[src/rtl/pause_pkg.sv]
package pause_pkg;
  localparam int QUANTA_W = 16;

  typedef struct packed {
    logic                accept;
    logic                zero_q;
    logic [QUANTA_W-1:0] quanta;
  } pause_cmd_t;
endpackage

[src/rtl/pause_frame_filter.sv]
module pause_frame_filter
  import pause_pkg::*;
(
  input  logic                frm_valid,
  input  logic [QUANTA_W-1:0] frm_quanta,
  input  logic                frm_err,
  input  logic                pfc_on,
  output pause_cmd_t          cmd
);
  // Errored frames and plain pause frames under PFC are both dropped here.
  always_comb begin
    cmd.accept = frm_valid && !frm_err && !pfc_on;
    cmd.quanta = frm_quanta;
    cmd.zero_q = (frm_quanta == '0);
  end
endmodule

[src/rtl/pause_countdown.sv]
module pause_countdown #(
  parameter int QUANTA_W   = 16,
  parameter int PRESCALE_W = 6
) (
  input  logic                clk,
  input  logic                rst,
  input  logic                load,
  input  logic [QUANTA_W-1:0] load_val,
  input  logic                tx_halted,
  input  logic                fast_step,
  output logic                hold_tx,
  output logic                zero_hit
);
  logic [QUANTA_W-1:0] cnt;
  logic running, wrap, step;

  assign running = tx_halted && (cnt != '0);

  generate
    if (PRESCALE_W > 0) begin : g_pre
      logic [PRESCALE_W-1:0] pre;
      always_ff @(posedge clk) begin
        if (rst || load)   pre <= '0;
        else if (running)  pre <= fast_step ? '0 : pre + 1'b1;
      end
      assign wrap = (pre == {PRESCALE_W{1'b1}});
    end else begin : g_nopre
      assign wrap = 1'b1;
    end
  endgenerate

  assign step     = running && (fast_step || wrap);
  assign zero_hit = step && !load && (cnt == QUANTA_W'(1));

  always_ff @(posedge clk) begin
    if (rst) begin
      cnt     <= '0;
      hold_tx <= 1'b0;
    end else if (load) begin
      cnt     <= load_val;
      hold_tx <= (load_val != '0);
    end else if (step) begin
      cnt     <= cnt - 1'b1;
      hold_tx <= (cnt != QUANTA_W'(1));
    end else begin
      hold_tx <= (cnt != '0);
    end
  end

  // no countdown progress while the transmitter is still sending
  a_r5_frozen_when_sending: assert property (@(posedge clk) disable iff (rst)
    (!tx_halted && !load) |=> $stable(cnt));

  // timer never moves by more than one step per clock
  a_r6_single_step: assert property (@(posedge clk) disable iff (rst)
    (!load && cnt != '0) |=> (cnt == $past(cnt) || cnt == $past(cnt) - 1'b1));
endmodule

[src/rtl/pause_stat_counter.sv]
module pause_stat_counter #(
  parameter int CNT_W = 16
) (
  input  logic             clk,
  input  logic             rst,
  input  logic             inc,
  output logic [CNT_W-1:0] count
);
  localparam logic [CNT_W-1:0] CNT_MAX = {CNT_W{1'b1}};

  always_ff @(posedge clk) begin
    if (rst)                          count <= '0;
    else if (inc && count != CNT_MAX) count <= count + 1'b1;
  end

  // counter holds at its ceiling
  a_r11_saturate: assert property (@(posedge clk) disable iff (rst)
    (count == CNT_MAX) |=> (count == CNT_MAX));
endmodule

[src/rtl/pause_irq_ctrl.sv]
module pause_irq_ctrl (
  input  logic clk,
  input  logic rst,
  input  logic set_evt,
  input  logic clr,
  input  logic en,
  output logic status,
  output logic irq
);
  logic status_nxt;

  always_comb begin
    if (set_evt)  status_nxt = 1'b1;
    else if (clr) status_nxt = 1'b0;
    else          status_nxt = status;
  end

  always_ff @(posedge clk) begin
    if (rst) begin
      status <= 1'b0;
      irq    <= 1'b0;
    end else begin
      status <= status_nxt;
      irq    <= status_nxt && en;
    end
  end

  // a clear without a competing set empties the flag
  a_r10_w1c: assert property (@(posedge clk) disable iff (rst)
    (clr && !set_evt) |=> !status);

  // set event wins
  a_r10_set_wins: assert property (@(posedge clk) disable iff (rst)
    set_evt |=> status);

  // masked flag never reaches the line
  a_r9_masked: assert property (@(posedge clk) disable iff (rst)
    !en |=> !irq);
endmodule

[src/rtl/pause_holdoff_unit.sv]
module pause_holdoff_unit
  import pause_pkg::*;
#(
  parameter int CNT_W      = 16,
  parameter int PRESCALE_W = 6
) (
  input  logic                clk,
  input  logic                rst,
  input  logic                frm_valid,
  input  logic [QUANTA_W-1:0] frm_quanta,
  input  logic                frm_err,
  input  logic                pfc_on,
  input  logic                tx_halted,
  input  logic                fast_step,
  input  logic                irq_en,
  input  logic                irq_clr,
  output logic                hold_tx,
  output logic [CNT_W-1:0]    rx_pause_count,
  output logic                irq_status,
  output logic                irq_out
);
  pause_cmd_t cmd;
  logic       zero_hit;
  logic       irq_set;

  pause_frame_filter u_filter (
    .frm_valid (frm_valid),
    .frm_quanta(frm_quanta),
    .frm_err   (frm_err),
    .pfc_on    (pfc_on),
    .cmd       (cmd)
  );

  pause_countdown #(
    .QUANTA_W  (QUANTA_W),
    .PRESCALE_W(PRESCALE_W)
  ) u_timer (
    .clk      (clk),
    .rst      (rst),
    .load     (cmd.accept),
    .load_val (cmd.quanta),
    .tx_halted(tx_halted),
    .fast_step(fast_step),
    .hold_tx  (hold_tx),
    .zero_hit (zero_hit)
  );

  pause_stat_counter #(.CNT_W(CNT_W)) u_stats (
    .clk  (clk),
    .rst  (rst),
    .inc  (cmd.accept),
    .count(rx_pause_count)
  );

  assign irq_set = zero_hit || (cmd.accept && cmd.zero_q);

  pause_irq_ctrl u_irq (
    .clk    (clk),
    .rst    (rst),
    .set_evt(irq_set),
    .clr    (irq_clr),
    .en     (irq_en),
    .status (irq_status),
    .irq    (irq_out)
  );

  // errored frames leave the statistics untouched
  a_r2_err_dropped: assert property (@(posedge clk) disable iff (rst)
    (frm_valid && frm_err) |=> $stable(rx_pause_count));

  // frames under PFC leave the statistics untouched
  a_r3_pfc_dropped: assert property (@(posedge clk) disable iff (rst)
    (frm_valid && pfc_on) |=> $stable(rx_pause_count));

  // end of holdoff always comes with the flag
  a_r7_expiry_flag: assert property (@(posedge clk) disable iff (rst)
    $fell(hold_tx) |-> irq_status);

  // zero-quantum accepted frame releases the transmitter and flags
  a_r8_zero_quanta: assert property (@(posedge clk) disable iff (rst)
    (frm_valid && !frm_err && !pfc_on && frm_quanta == '0) |=> (!hold_tx && irq_status));
endmodule

[config.mk]
export PLATFORM = sky130hd
export DESIGN_NAME = pause_holdoff_unit
export DESIGN_NICKNAME = d
export VERILOG_FILES = /design/src/rtl/pause_pkg.sv /design/src/rtl/pause_frame_filter.sv /design/src/rtl/pause_countdown.sv /design/src/rtl/pause_stat_counter.sv /design/src/rtl/pause_irq_ctrl.sv /design/src/rtl/pause_holdoff_unit.sv
export SDC_FILE = /design/constraint.sdc
export NUM_CORES = 1
export LEC_CHECK = 0
export CORE_MARGIN = 2
export CORE_UTILIZATION = 53
export CTS_BUF_LIST = sky130_fd_sc_hd__clkbuf_16
export CTS_CLUSTER_SIZE = 14
export DETAILED_ROUTE_END_ITERATION = 12
export PLACE_DENSITY = 0.8
export SLEW_MARGIN = 20
export SYNTH_ARGS = -nofsm -noshare
export SYNTH_HDL_FRONTEND = slang
export SYNTH_HIERARCHICAL = 1
export SYNTH_SLANG_ARGS = --single-unit
[constraint.sdc]
create_clock -name clk -period 3.12 [get_ports clk]
set_input_delay 0.312 -clock clk [delete_from_list [all_inputs] [get_ports clk]]
set_output_delay 0.312 -clock clk [all_outputs]
set_load 0.03 [all_outputs]
==> reports/results.ini, run 1 <==
[yosys]
mappedNetlistNets=344
syn-cell-area_um2=2600
synth_edf_count=0
yosysTopAreaCell=dfxtp_1
yosysSeqAreaShare_pct=31.6
synth_common_cells=dfxtp_1, nor2_1, a21oi_1
netlist-cell-type-count=53
ys_top_cells_by_area=dfxtp_1, or4_1, buf_4
yosysMostFrequentCell=dfxtp_1
yosys_warnings=6
ys_ff_latch=41
synth_flop_cell=dfxtp_1
async_flop_share_pct=0
avgSynthCellArea_um2=8.25
yosysTopAreaCellShare_pct=31.6
syn_inst=315

[clock_tree]
clk_latency_ns=0.28
clockBufferDepth=2
cts_tree=done
cts_root_buf=clkbuf_16
clkSinkCount=41
post_cts_resized=0
htree_num_levels=2
cts_buffers=5
path_clk_slew_ns=0.06
ctsHoldBuffers=0
post_cts_buffers=0

[floorplan]
die_y_um=74.0
core_area_um2=4720
die_area_um2=5480
pin_count=44
dieWidth_um=74.0
std_cell_rows=25
start_util_pct=55.0

[route]
wl_per_cell_um=15.4
ant_nets=0
drcViolationCount=0
viasPerCell=6.24
drtPass1Iterations=4
routed_wl_mm=6.19
routed-via-count=2507
drtIter0Drc=348

[placement]
place_inst=395
dp_slack_ns=0.416
routabilityCongestion=0.815
io_buffers=43
dpl.hpwl_mm=4.35

[min_path]
min_path_type=flop to flop

[timing]
setup_ws_ns=0.705
hold_viol=0
max_slew.worst_pin.slew_ns=0.788
tns_ns=0
period_share_pct=77.4
relSlewSlack_pct=47.0
setup-violations-final=0
finalCriticalPeriod_ns=2.41
timing.fmax_ghz=0.414
fin_skew_ns=0.00603
slew_viol_final=0
timing.hold.ws_ns=0.474
rsz0062_at_grt=false

[finish]
area_growth_pct=19.0
n_antenna_cell=0
fin_nets=364
drive_gt1_share_pct=9.85
stdcell_count=402

[pwr]
power.leakage_nw=1.02
vdd_ir_drop_max_uv=297
p_per_area_nw_per_um2=429
power.total_mw=1.33

[grt]
grt_antenna_before_repair=0
grt_pass1_vias=2238
track_usage_pct=23.5
grt_start_max_net_pins=28
grt_pass1_wl_mm=10.3
grt_overflow=0

[worst_setup_path]
worstPathMaxFanout=23
cp-end-kind=flop
arrival_ns=2.60
start_kind=primary input
path_class=primary input to flop
cp.required_ns=3.31

[outcome]
outcome=complete, no violations

[job]
maxCapViolCount=0

[cells by family (layout without fill, tap and decap cells)]
group,after synthesis,in the layout,share of synthesized area (%)
AO/OA/AOI/OAI,81,81,21.4
XOR/XNOR,2,2,0.674
adder cells (fa/ha/maj),4,4,1.93
buffers and inverters,49,69,9.82
flip-flops,41,41,31.6
multiplexers,2,2,0.818
AND/OR/NAND/NOR,136,136,33.8
[critical path, cell delays in order]
cell             delay, ns
clkdlybuf4s50_1       0.66
a31oi_1               0.11
or3_1                 0.67
or4_1                 0.58
a311oi_1              0.26
[cells in the final DEF (no fill, tap or decap), drive strengths merged, types with 9 or more instances in the layout]
cell type and count:
a21oi 23, a311oi 12, nor4 14, nand2 11, o21ai 10, or3 10, clkdlybuf4s50 43, inv 13
nand3 9, or4 23, o31ai 15, nor2 27, dfxtp 41
[layer usage]
metal / vias up / part of all wire, % / GRT usage (%) / wire length, um
met3: 8 / 6.3 / 4.20 / 389
met5: - / 0 / 0 / 0
met4: 0 / 1.1 / 6.46 / 67
met2: 84 / 47 / 38.9 / 2940
li1: 1248 / - / - / -
met1: 1167 / 45 / 31.7 / 2790
[report_power, final]
part / total (mW) / switching, mW / leakage [nW] / internal, mW
Sequential: 0.567 / 0.0227 / 0.333 / 0.545
Clock: 0.486 / 0.198 / 0.0633 / 0.289
Combinational: 0.273 / 0.155 / 0.627 / 0.118
[stage by stage]
step | cell area, um2 | util, %
after CTS | 3090 | 65.5
after global routing | 3090 | 65.5
after floorplan | 2600 | -
final | 3090 | 65.5
after global placement | 2960 | 62.6
after detailed placement | 2960 | 62.6
[cell type report]
type / instances / area (um2)
multi-input cells: 225 / 1530
clock inverters: 2 / 11.3
inverters: 13 / 48.8
flip-flops and latches: 41 / 821
well taps: 67 / 83.8
clock buffers: 5 / 125
fillers: 430 / 1630
repair buffers: 49 / 475
[state kept, by name, indices dropped and copies added (netlist names)]
register / flops
u_stats/count: 16
u_timer/hold_tx: 1
u_irq/irq: 1
u_irq/status: 1
u_timer/cnt: 16
u_timer/g_pre.pre: 6
[worst paths after layout]
kind	slack, ns	from	endpoint	depth (start not counted)
worst min register to register	0.47	u_timer/g_pre.pre[1]$_SDFFE_PP0P_	u_timer/g_pre.pre[1]$_SDFFE_PP0P_	2
worst max register to register	0.73	u_timer/cnt[8]$_SDFFE_PP0P_	u_irq/status$_SDFF_PP0_	8
worst min-delay path	0.47	u_timer/g_pre.pre[1]$_SDFFE_PP0P_	u_timer/g_pre.pre[1]$_SDFFE_PP0P_	2
worst max-delay path	0.71	fast_step	u_timer/cnt[12]$_SDFFE_PP0P_	5
Power figures use the tool's default switching activity.
==> run 2: changes to the inputs <==
==> constraint.sdc (replaced) <==
create_clock -name clk -period 2.5 [get_ports clk]
set_input_delay 0.25 -clock clk [delete_from_list [all_inputs] [get_ports clk]]
set_output_delay 0.25 -clock clk [all_outputs]
set_load 0.03 [all_outputs]
==> reports/results.ini, run 2 (same netlist as run 1, synthesis figures left out) <==
[outcome]
outcome=complete, no violations

[finish]
fin_nets=373  ; +2.5%
seq_area_um2=821  ; unchanged
area_growth_pct=22.6
top_regs=u_stats/count (16), u_timer/cnt (16), u_timer/g_pre.pre (6)
fillers=388  ; -9.8%
final_util_pct=67.5  ; +2.0 points
final_common_cell=clkdlybuf4s50_1
drive_gt1_share_pct=12.2  ; +2.3 points
n_antenna_cell=0  ; unchanged
final_cell_mix=clkdlybuf4s50_1, dfxtp_1, nor2_1, a21oi_1, or4_1
multiInputGateArea_um2=1530  ; unchanged
final_area_um2=3190  ; +3.0%

[grt]
grt_pass1_wl_mm=10.4  ; +1.1%
grt_antenna_before_repair=0  ; unchanged
track_usage_pct=24.0  ; +0.45 points
grt_pass1_vias=2272  ; +1.5%
grt_overflow=0  ; unchanged
grt_start_max_net_pins=21  ; -25%

[clock_tree]
clkSinkCount=41  ; unchanged
ctsHoldBuffers=0  ; unchanged
post_cts_buffers=0  ; unchanged
cts_tree=done
cts_root_buf=clkbuf_16
clockBufferDepth=2  ; unchanged
cts_buffers=5  ; unchanged
post_cts_resized=0  ; unchanged
path_clk_slew_ns=0.06  ; about the same
clk_latency_ns=0.28  ; about the same
htree_num_levels=2  ; unchanged

[worst_setup_path]
cp-end-kind=flop
r2r_slack_ns=0.18  ; -0.55 ns
cp.required_ns=2.69  ; -0.62 ns
arrival_ns=2.51  ; -0.09 ns
path_class=flop to flop
timing.rr.end=u_timer/cnt[6]$_SDFFE_PP0P_
rr_startpoint=u_timer/cnt[0]$_SDFFE_PP0P_
start_kind=flop
rr_worst_depth=6  ; -2
worstPathMaxFanout=7  ; -70%
endpoint=u_timer/cnt[6]$_SDFFE_PP0P_
startpoint=u_timer/cnt[0]$_SDFFE_PP0P_

[placement]
routabilityCongestion=0.820  ; +0.54%
io_buffers=43  ; unchanged
dpl_cell_area_um2=3020  ; +2.3%
dpl.hpwl_mm=4.42  ; +1.6%

[timing]
max_slew.worst_pin.slew_ns=0.799  ; +0.0105 ns
hold_viol=0  ; unchanged
period_share_pct=92.7
timing.fmax_ghz=0.432
setup-violations-final=0  ; unchanged
fin_skew_ns=0.00493  ; -0.00110 ns
relSlewSlack_pct=46.3  ; -0.70 points
tns_ns=0  ; unchanged
finalCriticalPeriod_ns=2.32
rsz0062_at_grt=false
slew_viol_final=0  ; unchanged

[floorplan]
start_util_pct=55.0  ; unchanged
dieWidth_um=74.0  ; unchanged
std_cell_rows=25  ; unchanged
die_y_um=74.0  ; unchanged
core_area_um2=4720  ; unchanged
die_area_um2=5480  ; unchanged
pin_count=44  ; unchanged

[route]
ant_nets=0  ; unchanged
viasPerCell=6.30  ; +0.96%
drcViolationCount=0  ; unchanged
routed_wl_mm=6.44  ; +4.1%
drtIter0Drc=203  ; -42%
routed-via-count=2594  ; +3.5%
wl_per_cell_um=15.6  ; +1.6%
drtPass1Iterations=5  ; +1

[pwr]
power.leakage_nw=1.08  ; +5.9%
p_per_area_nw_per_um2=562  ; +31%
vdd_ir_drop_max_uv=315  ; +6.1%

[job]
maxCapViolCount=0  ; unchanged

[min_path]
min_path_type=flop to flop

[run 2: cell types whose count changed in the layout (fill, tap and decap cells not counted), sizes merged]
cell      change
buf           +9
bufinv        +1
clkinvlp      -1
inv           +1
[run 2: stage by stage]
stage                     power, mW  hold WS, ns  worst slack, ns  std cells
after floorplan               0.972        0.319            0.232        315
after global placement         1.07        0.458            0.212        404
after detailed placement       1.08        0.479            0.159        404
after CTS                      1.79        0.493            0.186        412
after global routing           1.86        0.510           0.0689        412
final                          1.79        0.486            0.183        412
[run 2: worst min path at each step]
stage	startpoint	to	slack, ns	cells past startpoint
finish	u_timer/g_pre.pre[1]$_SDFFE_PP0P_	u_timer/g_pre.pre[1]$_SDFFE_PP0P_	0.49	2
global route	u_timer/g_pre.pre[1]$_SDFFE_PP0P_	u_timer/g_pre.pre[1]$_SDFFE_PP0P_	0.51	2
CTS	u_timer/g_pre.pre[1]$_SDFFE_PP0P_	u_timer/g_pre.pre[1]$_SDFFE_PP0P_	0.49	2
detailed placement	u_timer/g_pre.pre[0]$_SDFFE_PP0P_	u_timer/g_pre.pre[0]$_SDFFE_PP0P_	0.48	2
global placement	u_timer/g_pre.pre[1]$_SDFFE_PP0P_	u_timer/g_pre.pre[1]$_SDFFE_PP0P_	0.46	2
floorplan	rst	u_irq/status$_SDFF_PP0_	0.32	1
[run 2: where the power goes]
group	switching (mW)	total, mW	leakage (nW)	internal [mW]
combinational	0.201	0.365	0.668	0.164
clock	0.255	0.719	0.0826	0.464
sequential	0.0289	0.709	0.333	0.680
[run 2: layer usage]
| metal | up-vias | global-route usage (%) | share of wire [%] |
|---|---|---|---|
| met2 | 117 | 38.4 | 46 |
| met1 | 1196 | 31.6 | 45 |
| met5 | - | 0 | 0 |
| met4 | 0 | 11.7 | 2.7 |
| li1 | 1265 | - | - |
| met3 | 16 | 3.66 | 6.8 |
[run 2: layout make-up]
class	instances	share of cell area, %
inverters	13	1.53
multi-input cells	225	47.9
clock inverters	3	1.18
clock buffers	5	3.93
flip-flops and latches	41	25.8
well taps	67	2.63
repair buffers	58	17.0
[run 2: worst max-delay path, stage by stage (launching register included)]
cell and delay [ns]:
dfxtp_1 0.33, inv_1 0.08, ha_1 0.16, or3b_2 0.55, or3_2 0.45, or4_1 0.41, a311oi_1 0.25
